==> config.mk <==
export PLATFORM = sky130hd
export DESIGN_NAME = wsc_center_seq
export DESIGN_NICKNAME = d
export VERILOG_FILES = /design/src/rtl/wsc_pkg.sv /design/src/rtl/wsc_target.sv /design/src/rtl/wsc_tap_step.sv /design/src/rtl/wsc_center_seq.sv
export SDC_FILE = /design/constraint.sdc
export NUM_CORES = 1
export LEC_CHECK = 0
export BUFFER_PORTS_ARGS = -buffer_cell sky130_fd_sc_hd__buf_2
export CAP_MARGIN = 40
export CORE_UTILIZATION = 52
export DETAILED_ROUTE_END_ITERATION = 8
export PLACE_DENSITY = 0.85
export SYNTH_ARGS = -nofsm -noshare
export SYNTH_HDL_FRONTEND = slang
export SYNTH_SLANG_ARGS = --single-unit
==> constraint.sdc <==
create_clock -name clk -period 4.7 [get_ports clk]
set_input_delay 0.235 -clock clk [delete_from_list [all_inputs] [get_ports clk]]
set_output_delay 0.235 -clock clk [all_outputs]
set_load 0.03 [all_outputs]
==> src/rtl/wsc_pkg.sv <==
package wsc_pkg;
  typedef enum logic [1:0] {
    ST_IDLE,
    ST_CALC,
    ST_MOVE,
    ST_WAIT
  } wsc_state_t;
endpackage

==> src/rtl/wsc_target.sv <==
// Chooses the centering target from the edge-found flags and clamps it.
module wsc_target #(
  parameter int S3_W = 6,
  parameter int QTR  = 8
) (
  input  logic [3:0]      found,
  input  logic [S3_W-1:0] p_f2z,
  input  logic [S3_W-1:0] p_z2f,
  input  logic [S3_W-1:0] p_f2o,
  input  logic [S3_W-1:0] p_o2f,
  input  logic [S3_W-1:0] lo,
  input  logic [S3_W-1:0] hi,
  output logic [S3_W-1:0] tgt,
  output logic            valid
);
  localparam int W = S3_W + 2;
  localparam logic [W-1:0] OFF90  = W'(QTR);
  localparam logic [W-1:0] OFF180 = W'(2 * QTR);

  logic [S3_W-1:0] ea, eb;
  logic [W-1:0]    off, mid, raw;

  always_comb begin
    valid = 1'b1;
    ea    = lo;
    eb    = hi;
    off   = '0;
    if (found[0] && found[1]) begin
      ea = p_f2z; eb = p_z2f;
    end else if (found[1] && found[2]) begin
      ea = p_z2f; eb = p_f2o; off = OFF90;
    end else if (found[2] && found[3]) begin
      ea = p_f2o; eb = p_o2f; off = OFF180;
    end else if (found[1]) begin
      ea = lo; eb = p_z2f;
    end else if (found[0]) begin
      ea = p_f2z; eb = hi;
    end else if (found[2]) begin
      ea = p_f2o; eb = hi; off = OFF180;
    end else begin
      valid = 1'b0;
    end
    mid = ({2'b00, ea} + {2'b00, eb}) >> 1;
    raw = mid - off;
    if (mid < off + {2'b00, lo})   tgt = lo;
    else if (raw > {2'b00, hi})    tgt = hi;
    else                           tgt = raw[S3_W-1:0];
  end
endmodule

==> src/rtl/wsc_tap_step.sv <==
// Next values of the paired taps for one fine step.
module wsc_tap_step #(
  parameter int S3_W = 6,
  parameter int S2_W = 6
) (
  input  logic [S3_W-1:0] s3,
  input  logic [S2_W-1:0] s2,
  input  logic            up,
  output logic [S3_W-1:0] s3_n,
  output logic [S2_W-1:0] s2_n
);
  localparam logic [S2_W-1:0] S2_MAX  = {S2_W{1'b1}};
  localparam logic [S2_W-1:0] S2_HIGH = S2_MAX - S2_W'(2);
  localparam logic [S2_W-1:0] TWO     = S2_W'(2);

  always_comb begin
    if (up) begin
      s3_n = s3 + S3_W'(1);
      s2_n = (s2 < TWO) ? '0 : s2 - TWO;
    end else begin
      s3_n = s3 - S3_W'(1);
      s2_n = (s2 > S2_HIGH) ? S2_MAX : s2 + TWO;
    end
  end
endmodule

==> src/rtl/wsc_center_seq.sv <==
// Top: latches scan results, computes target, steps taps with settle gaps.
module wsc_center_seq #(
  parameter int S3_W   = 6,
  parameter int S2_W   = 6,
  parameter int QTR    = 8,
  parameter int SETTLE = 16   // must be at least 1
) (
  input  logic            clk,
  input  logic            rst,
  input  logic            start,
  input  logic [3:0]      edge_found,
  input  logic [S3_W-1:0] pos_f2z,
  input  logic [S3_W-1:0] pos_z2f,
  input  logic [S3_W-1:0] pos_f2o,
  input  logic [S3_W-1:0] pos_o2f,
  input  logic [S3_W-1:0] lim_lo,
  input  logic [S3_W-1:0] lim_hi,
  input  logic [S3_W-1:0] init_s3,
  input  logic [S2_W-1:0] init_s2,
  output logic [S3_W-1:0] s3_tap,
  output logic [S2_W-1:0] s2_tap,
  output logic            busy,
  output logic            done,
  output logic            err,
  output logic            relevel_req
);
  import wsc_pkg::*;

  localparam int CNT_W = $clog2(SETTLE + 1);

  wsc_state_t      state;
  logic [3:0]      l_found;
  logic [S3_W-1:0] l_f2z, l_z2f, l_f2o, l_o2f, l_lo, l_hi;
  logic [S3_W-1:0] tgt_q, tgt_c, s3_n;
  logic [S2_W-1:0] s2_n;
  logic            tgt_ok;
  logic [CNT_W-1:0] cnt;

  wsc_target #(.S3_W(S3_W), .QTR(QTR)) u_target (
    .found(l_found), .p_f2z(l_f2z), .p_z2f(l_z2f), .p_f2o(l_f2o),
    .p_o2f(l_o2f), .lo(l_lo), .hi(l_hi), .tgt(tgt_c), .valid(tgt_ok)
  );

  wsc_tap_step #(.S3_W(S3_W), .S2_W(S2_W)) u_step (
    .s3(s3_tap), .s2(s2_tap), .up(s3_tap < tgt_q),
    .s3_n(s3_n), .s2_n(s2_n)
  );

  assign busy = (state != ST_IDLE);

  always_ff @(posedge clk) begin
    if (rst) begin
      state       <= ST_IDLE;
      s3_tap      <= '0;
      s2_tap      <= '0;
      done        <= 1'b0;
      err         <= 1'b0;
      relevel_req <= 1'b0;
      tgt_q       <= '0;
      cnt         <= '0;
      l_found     <= '0;
      l_f2z       <= '0;
      l_z2f       <= '0;
      l_f2o       <= '0;
      l_o2f       <= '0;
      l_lo        <= '0;
      l_hi        <= '0;
    end else begin
      done <= 1'b0;
      err  <= 1'b0;
      unique case (state)
        ST_IDLE: if (start) begin
          l_found     <= edge_found;
          l_f2z       <= pos_f2z;
          l_z2f       <= pos_z2f;
          l_f2o       <= pos_f2o;
          l_o2f       <= pos_o2f;
          l_lo        <= lim_lo;
          l_hi        <= lim_hi;
          s3_tap      <= init_s3;
          s2_tap      <= init_s2;
          relevel_req <= 1'b0;
          state       <= ST_CALC;
        end
        ST_CALC: begin
          if (tgt_ok) begin
            tgt_q <= tgt_c;
            state <= ST_MOVE;
          end else begin
            err   <= 1'b1;
            state <= ST_IDLE;
          end
        end
        ST_MOVE: begin
          if (s3_tap == tgt_q) begin
            done        <= 1'b1;
            relevel_req <= 1'b1;
            state       <= ST_IDLE;
          end else begin
            s3_tap <= s3_n;
            s2_tap <= s2_n;
            cnt    <= CNT_W'(SETTLE);
            state  <= ST_WAIT;
          end
        end
        ST_WAIT: begin
          cnt <= cnt - CNT_W'(1);
          if (cnt <= CNT_W'(1)) state <= ST_MOVE;
        end
        default: state <= ST_IDLE;
      endcase
    end
  end
endmodule

# After elaboration in Yosys (flattened, before gate mapping)
# Index checks and enable logic that the tools add are counted.
# word_totals
input_bits	55
elab_cells	100
mem_count	0
latchBits	0
ramBits	0
ff_bits	68
mem_bits_ro	0
# op_classes
add_sub_neg	8
multipliers	0
eq_ne	8
shifts	0
order_cmp	6
div	0
bitwise	2
n_mux	46
n_reduce_logical	15
# op_table
op	n
$mux 6	20
$mux 8	5
$pmux 6 s2	2
$mux 1	10
$mux 5	2
$pmux 5 s2	1
$add 8x6->8	1
$gt 8x6->1	1
$lt 7x8->1	1
$mux 2	4
$ne 2x2->1 const B	4
$pmux 2 s4	1
$reduce_and 2->1	4
$sub 7x8->8	1
$add 6x6->7	1
$add 6x1->6 const B	1
$add 6x2->6 const B	1
$eq 6x6->1	1
$gt 6x6->1 const B	1
$lt 6x2->1 const B	1
$lt 6x6->1	1
$reduce_and 3->1	2
$reduce_bool 2->1	3
$sub 6x1->6 const B	1
10 further kinds	15

# Longest topological paths before layout
# Gate-level depths: netlist of the first run.
# logic_depth
depth_word	11
ltp_mapped	23
mapped_depth_nobuf	21

# Modules after synthesis
# A second synthesis of the first run with hierarchy kept.
# hier_totals
hier_cells	576
area_unflattened_um2	4690.7
# modules_own_cells
module	area_per_inst_um2	seq_area_each_um2	instances	cells_per_inst
wsc_center_seq	2827.7	1361.3	1	325
wsc_target	1363.8	0.0	1	189
wsc_tap_step	499.2	0.0	1	62

# Worst setup path after synthesis of the first run
# OpenSTA, ideal clock, no wires.
# synth_timing
kind	reg2reg
start	register l_found[1]
end	register tgt_q[2]
setup_slack_ps	-95
stages_incl_launch_ff	23
arrival_ps	4680
period_less_slack_ps	4795
t_required_ps	4585
setup_time_ps	115
cell_sequence	dfxtp_1 clkbuf_1 inv_1 clkbuf_1 nand2_1 o22ai_1 a21oi_1 o22ai_1 o21ai_0 ha_1 o311a_1 a221oi_2 o21ai_0 xnor2_1 fa_1 ha_1 inv_1 ha_1 a211o_1 o22ai_1 a21oi_1 or3_1 o21ba_2
# synth_between
elab_chain_cells	9
word_cells_on_any_way	26
classes_between	add/sub (3); order compare (2); mux (18); reduce/logical (3)
# synth_lines
element	line	text
start: declaration	wsc_center_seq.sv:32	logic [3:0] l_found;
start signal: assignment	wsc_center_seq.sv:73	l_found <= edge_found;
$mux 6	wsc_target.sv:34	end else if (found[1]) begin
$mux 6	wsc_target.sv:32	end else if (found[2] && found[3]) begin
$mux 6	wsc_target.sv:30	end else if (found[1] && found[2]) begin
$mux 6	wsc_target.sv:28	if (found[0] && found[1]) begin
$add 6x6->7	wsc_target.sv:43	mid = ({2'b00, ea} + {2'b00, eb}) >> 1;
$sub 7x8->8	wsc_target.sv:44	raw = mid - off;
$gt 8x6->1	wsc_target.sv:46	else if (raw > {2'b00, hi}) tgt = hi;
$mux 6	wsc_target.sv:46	
$mux 6	wsc_target.sv:45	if (mid < off + {2'b00, lo}) tgt = lo;
end signal: assignment	wsc_center_seq.sv:87	tgt_q <= tgt_c;
end: declaration	wsc_center_seq.sv:34	logic [S3_W-1:0] tgt_q, tgt_c, s3_n;
# Several ways; a longest one is shown, not always the timed one.
# A chain may end at the register's enable or synchronous reset.

# Worst setup path after layout of the first run
# layout_timing
start	register l_found[2]
end	register tgt_q[1]
# layout_between
elab_chain_cells	11
word_cells_on_any_way	31
classes_between	add/sub (3); order compare (2); mux (23); reduce/logical (3)
# layout_lines
element	line	text
$mux 6	wsc_target.sv:38	end else if (found[2]) begin
$mux 6	wsc_target.sv:36	end else if (found[0]) begin
$mux 6	wsc_target.sv:34	
$mux 6	wsc_target.sv:32	
$mux 6	wsc_target.sv:30	
$mux 6	wsc_target.sv:28	
$add 6x6->7	wsc_target.sv:43	
$sub 7x8->8	wsc_target.sv:44	
$gt 8x6->1	wsc_target.sv:46	
$mux 6	wsc_target.sv:46	
$mux 6	wsc_target.sv:45	
# Several ways; a longest one is shown, not always the timed one.

==> results.ini, run 1 <==
[floorplanning]
start_util_pct = 54.0
die_h_microns = 94.6
die_area_sq_um = 8950
num_rows = 33
coreArea_sq_um = 8260
ios = 71
die_w_microns = 94.6

[critical_path]
path_max_fanout = 25
startpoint_type = register
critPathArrivalTime_ns = 4.83
crit_type = reg -> reg
slowest_delay_ns = 0.40
path_delay_family = compound AO/OA/AOI/OAI gates
slowest_stage = fa_1
crit_chain = buf_12, nand2b_2, mux2i_1, a21oi_1, ha_1, o311a_1, a221oi_2, o21ai_2, xnor2_1, fa_1, ha_1, inv_2, ha_4, a211o_4, o22ai_4, a21o_1, a21oi_1, o311ai_0, o211a_1
path_buf_inv = 2
cp-end-kind = register
required_ns = 4.99

[drt]
dr.pass1.iters = 6
routedWlPerCell_microns = 16.4
vias = 4697
drc = 0
drtIter0Drc = 284
via_per_inst = 6.04
wl_microns = 12700
ant_nets = 0

[yosys]
synthMuxAreaShare_pct = 1.12
async_reset_ff_share_pct = 0
synth_ff_type = dfxtp_1
yosysSeqAreaShare_pct = 30.5
synth-compound-area-share_pct = 28.6
synth-edff-count = 0
yosys.area.top_type = dfxtp_1
synthAdderAreaFrac_pct = 11.6
syn-num-nets = 691
synth_top_area_share_pct = 30.5
syn_area_per_cell_sq_um = 7.47
syn_area_sq_um = 4460
synth_xor_area_share_pct = 1.97
synth_warnings = 0
synth_top_family_by_area = compound AO/OA/AOI/OAI gates
ys_types = 59
synth_seq_cells = 68
synth_area_leaders = dfxtp_1, ha_1, nand2_1
syn_inst = 597
synth-simple-area-share_pct = 19.9

[cells_and_area]
final_cell_mix = nand2_1, a21oi_1, buf_2, dfxtp_1, ha_1
final_common_cell = nand2_1
ff_latch_area_sq_um = 1370
syn_to_final_growth_pct = 18.9
antenna_cells = 0
fin_nets = 763
drive_gt1_share_pct = 20.7
multi_input_area_sq_um = 2910
fillCellCount = 718

[global_route]
grt_max_degree = 67
grt_usage_pct = 28.8
overflow = 0
grt_pass1_wl_microns = 20200
grt_pass1_vias = 4273
antenna_found_initial = 0

[timing]
fin_crit_ns = 4.55
setup_tns_ns = 0
hold_violations = 0
slew_headroom_pct = 42.0
finalCritPeriodShare_pct = 96.7
finalSetupViolations = 0
fmax_ghz = 0.220
skew_ns = 0.0119
worstMarginPinSlew_ns = 0.868
finalMaxSlewViolations = 0

[pwr]
power_frac_clock_pct = 24.2
vdd_drop_max_mv = 0.214
p_leak_nw = 2.31
powerDensity_nw_per_um2 = 392
swShare_pct = 38.9
pwr-share-comb_pct = 43.0
power_mw = 2.08
p_switching_mw = 0.808
internal-power_mw = 1.27
p_seq_share_pct = 32.7

[clock_tree]
ctsHtreeMaxLevel = 3
cts_inserted_buffers = 9
clk_pin_slew_ns = 0.07
cts_tree = built
cts_setup_buffers = 0
cts-root-buf = clkbuf_8
clk_path_buf_depth = 2
insertion_delay_ns = 0.35
cts_sinks = 68
cts_hold_buffers = 0

[run_status]
status = completed

[placed_design]
place.detailed.hpwl_microns = 9220
gp_congestion = 0.906
io_buffers = 70

[flow_run]
maxCapViolCount = 0

[hold_path]
hold_class = in -> reg

==> synth_stat cells, types with 6 or more instances <==
cell,count
nor2_1,33
nor2b_1,7
nand2b_1,6
nor3_1,7
a21o_1,11
and3_1,6
ha_1,35
inv_1,34
dfxtp_1,68
o21ai_0,30
nand2_1,112
a211oi_1,12
a21oi_1,83
a31oi_1,6
nand3_1,12
o22ai_1,12
xnor2_1,6
clkbuf_1,27
==> layout make-up <==
class                           count  area share (%)
Tap cell                          105            2.48
Inverter                           37            2.62
Clock buffer                       14            3.26
Multi-Input combinational cell    458            54.9
Timing Repair Buffer               95            10.4
Sequential cell                    68            25.8
Clock inverter                      1           0.566
==> power by group through the flow <==
| stage | sequential (mW) | combinational, mW | clock (mW) |
|---|---|---|---|
| final | 0.680 | 0.893 | 0.503 |
| after global routing | 0.684 | 0.985 | 0.537 |
| after CTS | 0.676 | 0.812 | 0.506 |
| after detailed placement | 0.688 | 0.794 | 0 |
| after global placement | 0.687 | 0.765 | 0 |
| after floorplan | 0.687 | 0.580 | 0 |
==> routing by layer <==
metal	track usage (%)	up-vias	wire, microns
li1	-	2269	-
met1	38.9	2223	5550
met2	46.4	181	6100
met3	4.59	24	794
met4	10.5	0	276
met5	0	-	0
==> what timing repair did <==
item,CTS,global route
setup endpoints to repair,4,6
hold endpoints to repair,0,0
gates resized for setup,3,33
pin swaps,0,9
cloned,0,0
==> worst reg2reg max path, cell delays in order (launching register included) <==
cell and delay, ns:
dfxtp_2 0.37, buf_12 0.17, nand2b_2 0.15, mux2i_1 0.15, a21oi_1 0.28, ha_1 0.29
o311a_1 0.12, a221oi_2 0.33, o21ai_2 0.14, xnor2_1 0.16, fa_1 0.40, ha_1 0.29
inv_2 0.08, ha_4 0.21, a211o_4 0.35, o22ai_4 0.20, a21o_1 0.14, a21oi_1 0.06
o311ai_0 0.37, o211a_1 0.21
==> cell families after synthesis <==
| logic type | count (synthesis) |
|---|---|
| and+or+nand+nor | 202 |
| muxes | 5 |
| buffers and inverters | 71 |
| AOI/OAI and AO/OA | 202 |
| xor gates and xnor gates | 10 |
| DFF | 68 |
| adders and majority gates | 39 |
==> through the flow <==
step	area, sq um	worst slack [ns]	util [%]	hold WS [ns]	instances
final	5300	0.153	64.2	0.121	778
after detailed placement	5000	-0.0954	60.5	0.447	763
after floorplan	4460	0.0165	-	0.371	597
after global placement	4990	0.101	60.5	0.444	762
after global routing	5300	-0.0303	64.2	0.109	778
after CTS	5210	0.0198	63.1	0.118	778
==> flip-flops by register name, summed over array words and instances (netlist names) <==
| name | count |
|---|---|
| cnt | 5 |
| done | 1 |
| err | 1 |
| l_f2o | 6 |
| l_f2z | 6 |
| l_found | 4 |
| l_hi | 6 |
| l_lo | 6 |
| l_o2f | 6 |
| l_z2f | 6 |
| relevel_req | 1 |
| s2_tap | 6 |
| s3_tap | 6 |
| state | 2 |
| tgt_q | 6 |
==> path summary, 6_finish.rpt <==
path,startpoint,to,slack (ns),depth (start not counted)
setup / recovery,l_found[2],tgt_q[1],0.15,19
hold / removal,pos_o2f[2],l_o2f[2],0.12,3
setup reg to reg,l_found[2],tgt_q[1],0.15,19
hold reg to reg,l_f2o[3],l_f2o[3],0.46,2
No activity file was read; power rests on OpenSTA's default activity.
==> inputs of run 2 (changes only) <==
--- a/config.mk
+++ b/config.mk
@@ -8,8 +8,11 @@
 export BUFFER_PORTS_ARGS = -buffer_cell sky130_fd_sc_hd__buf_2
 export CAP_MARGIN = 40
 export CORE_UTILIZATION = 52
+export CTS_CLUSTER_DIAMETER = 50
 export DETAILED_ROUTE_END_ITERATION = 8
+export MAX_ROUTING_LAYER = met4
 export PLACE_DENSITY = 0.85
 export SYNTH_ARGS = -nofsm -noshare
 export SYNTH_HDL_FRONTEND = slang
+export SYNTH_HIERARCHICAL = 1
 export SYNTH_SLANG_ARGS = --single-unit
==> run 2 against run 1 <==
The run now ends with setup timing left. Maximum frequency decreased by 3.3%. Sequential share of layout area is 0.79 points lower. Non-clock buffer count is 5 higher. Cell area grew 3.0%. Combinational power fell by 2%. Worst setup slack worse by 0.16 ns.
==> results.ini, run 2 <==
[drt]
drc = 0  ; unchanged
routedWlPerCell_microns = 16.0  ; was 16.4 microns
dr.pass1.iters = 4  ; was 6
via_per_inst = 5.72  ; was 6.04
vias = 4350  ; was 4697
drtIter0Drc = 161  ; was 284
ant_nets = 0  ; unchanged
wl_microns = 12200  ; was 12700 microns

[timing]
finalMaxSlewViolations = 0  ; unchanged
rsz0062_at_grt = yes
fin_crit_ns = 4.70  ; was 4.55 ns
fmax_ghz = 0.213  ; was 0.220 GHz
worst_slack_ns = -0.00322  ; was 0.153 ns
skew_ns = 0.0103  ; was 0.0119 ns
setup_tns_ns = -0.00322  ; was 0 ns
worstMarginPinSlew_ns = 0.796  ; was 0.868 ns
whs_ns = 0.117  ; was 0.121 ns
finalCritPeriodShare_pct = 100  ; was 96.7%
slew_headroom_pct = 46.8  ; was 42.0%
finalSetupViolations = 1  ; was 0
hold_violations = 0  ; unchanged

[floorplanning]
start_util_pct = 53.8  ; was 54.0%
ios = 71  ; unchanged
num_rows = 34  ; was 33
die_h_microns = 97.0  ; was 94.6 microns
coreArea_sq_um = 8720  ; was 8260 sq um
die_w_microns = 97.0  ; was 94.6 microns
die_area_sq_um = 9400  ; was 8950 sq um

[yosys]
syn_inst = 576  ; was 597
synthTopCellsByCount = nand2_1, a21oi_1, dfxtp_1, inv_1, ha_1  ; was nand2_1, a21oi_1, dfxtp_1, ha_1, inv_1
yosys.area.top_type = dfxtp_1  ; unchanged
ys_types = 64  ; was 59
synth-edff-count = 0  ; unchanged
synth_ff_type = dfxtp_1  ; unchanged
yosysSeqAreaShare_pct = 29.0  ; was 30.5%
synth_warnings = 6  ; was 0
syn_area_sq_um = 4690  ; was 4460 sq um
synth_area_leaders = dfxtp_1, ha_1, nand2_1  ; unchanged
syn-num-nets = 670  ; was 691
syn_area_per_cell_sq_um = 8.14  ; was 7.47 sq um
synth_top_area_share_pct = 29.0  ; was 30.5%
synth.most_common_cell = nand2_1  ; unchanged
async_reset_ff_share_pct = 0  ; unchanged
synth_seq_cells = 68  ; unchanged

[cells_and_area]
antenna_cells = 0  ; unchanged
ff_latch_area_sq_um = 1370  ; about the same
drive_gt1_share_pct = 24.8  ; was 20.7%
syn_to_final_growth_pct = 16.4  ; was 18.9%
final_common_cell = nand2_1  ; unchanged
final_cell_mix = nand2_1, buf_2, dfxtp_1, a21oi_1, inv_1  ; was nand2_1, a21oi_1, buf_2, dfxtp_1, ha_1
fin_cells = 761  ; was 778
multi_input_area_sq_um = 3030  ; was 2910 sq um
fillCellCount = 763  ; was 718
fin_nets = 742  ; was 763

[global_route]
met1_usage_pct = 30.6  ; was 38.9%
grt_max_degree = 69  ; was 67
grt_busiest_layer = met2  ; unchanged
grt_usage_pct = 26.7  ; was 28.8%
overflow = 0  ; unchanged
use_met3_pct = 4.26  ; was 4.59%
grt_pass1_vias = 4333  ; was 4273
use_met2_pct = 47.1  ; was 46.4%
antenna_found_initial = 0  ; unchanged
grt_pass1_wl_microns = 19800  ; was 20200 microns

[pwr]
powerDensity_nw_per_um2 = 376  ; was 392 nW/um^2
vdd_drop_max_mv = 0.187  ; was 0.214 mV
p_leak_nw = 2.46  ; was 2.31 nW
power_mw = 2.05  ; was 2.08 mW

[critical_path]
path_max_fanout = 13  ; was 25
worstReg2RegStart = l_found[2]  ; unchanged
required_ns = 4.91  ; was 4.99 ns
reg2reg_depth = 19  ; unchanged
critPathArrivalTime_ns = 4.91  ; was 4.83 ns
rr_endpoint = tgt_q[0]  ; was tgt_q[1]
startpoint_type = register  ; unchanged
cp-end-kind = register  ; unchanged
regToRegSetupSlack_ns = -0.003  ; was 0.15 ns
crit_type = reg -> reg  ; unchanged

[clock_tree]
cts_tree = built  ; unchanged
cts-root-buf = clkbuf_8  ; unchanged
clk_pin_slew_ns = 0.08  ; was 0.07 ns
cts_sinks = 68  ; unchanged
cts_hold_buffers = 0  ; unchanged
cts_inserted_buffers = 9  ; unchanged
clk_path_buf_depth = 2  ; unchanged
ctsHtreeMaxLevel = 3  ; unchanged
insertion_delay_ns = 0.35  ; about the same

[hold_path]
min_from = pos_f2z[5]  ; was pos_o2f[2]
hold_class = in -> reg  ; unchanged
min_path_cells = 3  ; unchanged
min_delay_worst_endpoint = l_f2z[5]  ; was l_o2f[2]

[placed_design]
place.detailed.hpwl_microns = 9170  ; was 9220 microns
gp_congestion = 0.891  ; was 0.906
io_buffers = 70  ; unchanged
dp.cells = 741  ; was 763

[flow_run]
maxCapViolCount = 0  ; unchanged

[run_status]
status = finished with violations  ; was completed
violations = setup timing

[run 2: kinds of logic (layout without fill, tap and decap cells)]
kind of cell	count (synthesis)	in the layout	share of synthesized area (%)
buf+inv	78	155	8.24
simple gates	182	182	18.0
flops	68	68	29.0
xor+xnor	11	11	2.05
compound gates	161	161	23.6
mux	37	37	8.11
fa+ha+maj	39	39	11.0
[run 2: power breakdown]
group          switching (mW)  total [mW]  internal, mW
Clock                   0.238       0.497         0.258
Sequential             0.0604       0.679         0.619
Combinational           0.467       0.878         0.411
[run 2: worst max-delay path by stage]
stage | start | to | cells after the start
floorplan | l_found[1] | tgt_q[0] | 23
global placement | l_found[1] | tgt_q[0] | 22
detailed placement | l_found[1] | tgt_q[0] | 23
CTS | l_found[2] | tgt_q[0] | 22
global route | l_found[2] | tgt_q[0] | 22
finish | l_found[2] | tgt_q[0] | 19
[run 2: timing repair]
action / CTS / global route
endpoints found under the hold margin: 0 / 0
pin swaps: 0 / 1
gates resized for setup: 2 / 12
setup buffers: 0 / 4
endpoints found under the setup margin: 1 / 6
[run 2: area by class of cell]
cell class | instances | area share, %
Multi-Input combinational cell | 430 | 55.4
Sequential cell | 68 | 25.0
Timing Repair Buffer | 100 | 10.7
Inverter | 39 | 2.68
Clock buffer | 10 | 2.52
Tap cell | 108 | 2.48
Clock inverter | 6 | 1.17
[run 2: worst max-delay path, cell delays in order, from the launching register on]
cell      delay (ns)
dfxtp_1         0.39
buf_4           0.22
nand2_1         0.15
a211oi_1        0.33
a21oi_1         0.08
ha_1            0.35
and3_1          0.18
a211o_1         0.28
a21o_1          0.19
xnor2_2         0.14
fa_2            0.36
ha_4            0.29
inv_2           0.04
ha_4            0.27
nand4_1         0.11
a221o_1         0.41
mux2_4          0.31
mux2_2          0.26
mux2i_1         0.14
nor2_1          0.05
[run 2: metal layers]
layer	wire length (microns)	up-vias
met3	499	21
met4	292	0
met1	5170	2035
met5	0	-
met2	6230	136
li1	-	2158
[run 2: per-stage QoR]
stage | util [%] | worst slack [ns] | cell area, sq um
global route | 62.6 | -0.177 | 5460
detailed placement | 59.5 | 0.0181 | 5180
floorplan | - | 0.00705 | 4770
global placement | 59.5 | 0.103 | 5180
finish | 62.6 | -0.00322 | 5460
CTS | 61.8 | 0.0448 | 5390
==> inputs of run 3 (changes only) <==
--- a/config.mk
+++ b/config.mk
@@ -12,6 +12,7 @@
 export DETAILED_ROUTE_END_ITERATION = 8
 export MAX_ROUTING_LAYER = met4
 export PLACE_DENSITY = 0.85
+export REMOVE_ABC_BUFFERS = 1
 export SYNTH_ARGS = -nofsm -noshare
 export SYNTH_HDL_FRONTEND = slang
 export SYNTH_HIERARCHICAL = 1
==> run 3 against run 2 <==
The flow now finishes without violations. Die area stayed put. Hold slack worse by 0.015 ns. Count of clock-buffer cells in the layout stayed put. Sequential power is 0.6% lower. Register-to-register slack hardly changed. First-iteration DRC count is 8.7% higher. Worst setup slack better by 0.013 ns. Via count is 1.8% higher. Total power is 4.4% higher. Largest cell class unchanged. Sequential cell count stayed put.
==> results.ini, run 3 (synthesis results as in run 2) <==
[cells_and_area]
final_util_pct = 65.1  ; was 62.6%
syn_to_final_growth_pct = 20.9  ; was 16.4%
final_cell_area_sq_um = 5670  ; was 5460 sq um
drive_gt1_share_pct = 28.3  ; was 24.8%
fin_nets = 761  ; was 742
antenna_cells = 0  ; unchanged
final_cell_mix = nand2_1, buf_2, dfxtp_1, a21oi_1, buf_4  ; was nand2_1, buf_2, dfxtp_1, a21oi_1, inv_1
final_common_cell = nand2_1  ; unchanged

[timing]
fin_crit_ns = 4.69  ; was 4.70 ns
slew_headroom_pct = 46.4  ; was 46.8%
rsz0062_at_grt = yes  ; unchanged
finalCritPeriodShare_pct = 99.8  ; was 100%
fmax_ghz = 0.213  ; about the same
skew_ns = 0.00943  ; was 0.0103 ns
hold_violations = 0  ; unchanged
finalSetupViolations = 0  ; was 1
finalMaxSlewViolations = 0  ; unchanged
worstMarginPinSlew_ns = 0.801  ; was 0.796 ns
whs_ns = 0.102  ; was 0.117 ns
setup_tns_ns = 0  ; was -0.00322 ns

[critical_path]
path_max_fanout = 6  ; was 13
crit_type = reg -> reg  ; unchanged
critPathArrivalTime_ns = 4.91  ; about the same
cp-end-kind = register  ; unchanged
required_ns = 4.92  ; was 4.91 ns
startpoint_type = register  ; unchanged

[floorplanning]
die_h_microns = 97.0  ; unchanged
start_util_pct = 53.8  ; unchanged
die_area_sq_um = 9400  ; unchanged
ios = 71  ; unchanged
die_w_microns = 97.0  ; unchanged
coreArea_sq_um = 8720  ; unchanged
num_rows = 34  ; unchanged

[drt]
ant_nets = 0  ; unchanged
dr.pass1.iters = 4  ; unchanged
routedWlPerCell_microns = 15.4  ; was 16.0 microns
drc = 0  ; unchanged
wl_microns = 12000  ; was 12200 microns
drtIter0Drc = 175  ; was 161
via_per_inst = 5.68  ; was 5.72
vias = 4428  ; was 4350

[global_route]
met1_usage_pct = 29.5  ; was 30.6%
grt_pass1_vias = 4383  ; was 4333
grt_usage_pct = 26.3  ; was 26.7%
antenna_found_initial = 0  ; unchanged
use_met2_pct = 47.0  ; was 47.1%
grt_busiest_layer = met2  ; unchanged
grt_pass1_wl_microns = 19900  ; was 19800 microns
grt_max_degree = 69  ; unchanged
use_met3_pct = 3.47  ; was 4.26%
overflow = 0  ; unchanged

[placed_design]
io_buffers = 70  ; unchanged
gp_congestion = 0.992  ; was 0.891
place.detailed.hpwl_microns = 8660  ; was 9170 microns
place_area_sq_um = 5270  ; was 5180 sq um

[clock_tree]
cts_tree = built  ; unchanged
cts_sinks = 68  ; unchanged
clk_pin_slew_ns = 0.08  ; about the same
cts-root-buf = clkbuf_8  ; unchanged
ctsHtreeMaxLevel = 3  ; unchanged
cts_inserted_buffers = 9  ; unchanged
cts_hold_buffers = 0  ; unchanged
clk_path_buf_depth = 2  ; unchanged
insertion_delay_ns = 0.36  ; was 0.35 ns

[pwr]
p_leak_nw = 2.58  ; was 2.46 nW
powerDensity_nw_per_um2 = 378  ; was 376 nW/um^2
vdd_drop_max_mv = 0.215  ; was 0.187 mV

[hold_path]
hold_class = in -> reg  ; unchanged

[run_status]
status = completed  ; was finished with violations

[flow_run]
maxCapViolCount = 0  ; unchanged

-- run 3: cell types whose count changed in the layout (fill, tap and decap cells not counted), moves of 2 or more --
cell,before,now
buf_4,28,47
clkinvlp_4,2,0
o22ai_1,12,9
o22ai_2,0,3
-- run 3: area by class of cell --
cell class / count / area [sq um]
inverters: 39 / 146
multi-input cells: 430 / 3070
repair buffers: 119 / 726
well taps: 108 / 135
flip-flops and latches: 68 / 1370
fillers: 715 / 3050
clock inverters: 6 / 87.6
clock buffers: 10 / 138
-- run 3: per-stage QoR --
step	instances	power [mW]	worst slack (ns)
final	780	2.14	0.00943
after global routing	780	2.27	-0.159
after CTS	775	2.10	0.0225
after detailed placement	759	1.53	-0.282
after global placement	759	1.48	-0.125
after floorplan	537	1.28	-0.552
-- run 3: power by group --
| part | internal [mW] | switching, mW | leakage, nW |
|---|---|---|---|
| Combinational | 0.436 | 0.481 | 1.90 |
| Sequential | 0.619 | 0.0564 | 0.559 |
| Clock | 0.313 | 0.239 | 0.116 |
| Total | 1.37 | 0.776 | 2.58 |
-- run 3: timing repair --
item                       CTS  global route
pin swaps                    6            15
buffers inserted             0             5
setup endpoints to repair    6             6
resized for setup           22            12
gates cloned                 0             0
-- run 3: worst max-delay path, stage by stage (launching register included) --
cell and delay (ns):
dfxtp_4 0.38, buf_6 0.13, a221oi_2 0.25, nand2_1 0.13, o21a_1 0.13, o22ai_2 0.10
a21oi_2 0.05, ha_1 0.34, and3_1 0.21, a211o_1 0.26, a21o_1 0.20, xnor2_2 0.15
fa_2 0.36, ha_4 0.28, inv_2 0.04, ha_4 0.22, a21oi_2 0.11, o21ai_1 0.08
a221o_1 0.39, mux2_4 0.31, mux2_2 0.25, mux2i_1 0.13, nor2_1 0.05
-- run 3: path summary, 6_finish.rpt --
check | start | cells past startpoint | slack [ns] | end
worst min register to register | l_f2z[0] | 2 | 0.46 | l_f2z[0]
worst min-delay path | pos_f2z[0] | 3 | 0.10 | l_f2z[0]
worst max register to register | l_found[1] | 22 | 0.009 | tgt_q[0]
worst max-delay path | l_found[1] | 22 | 0.009 | tgt_q[0]
-- run 3: routing by layer --
metal / up-vias / routed length, microns
met5: - / 0
met4: 0 / 289
met3: 23 / 443
met2: 110 / 6200
met1: 2096 / 5100
li1: 2199 / -
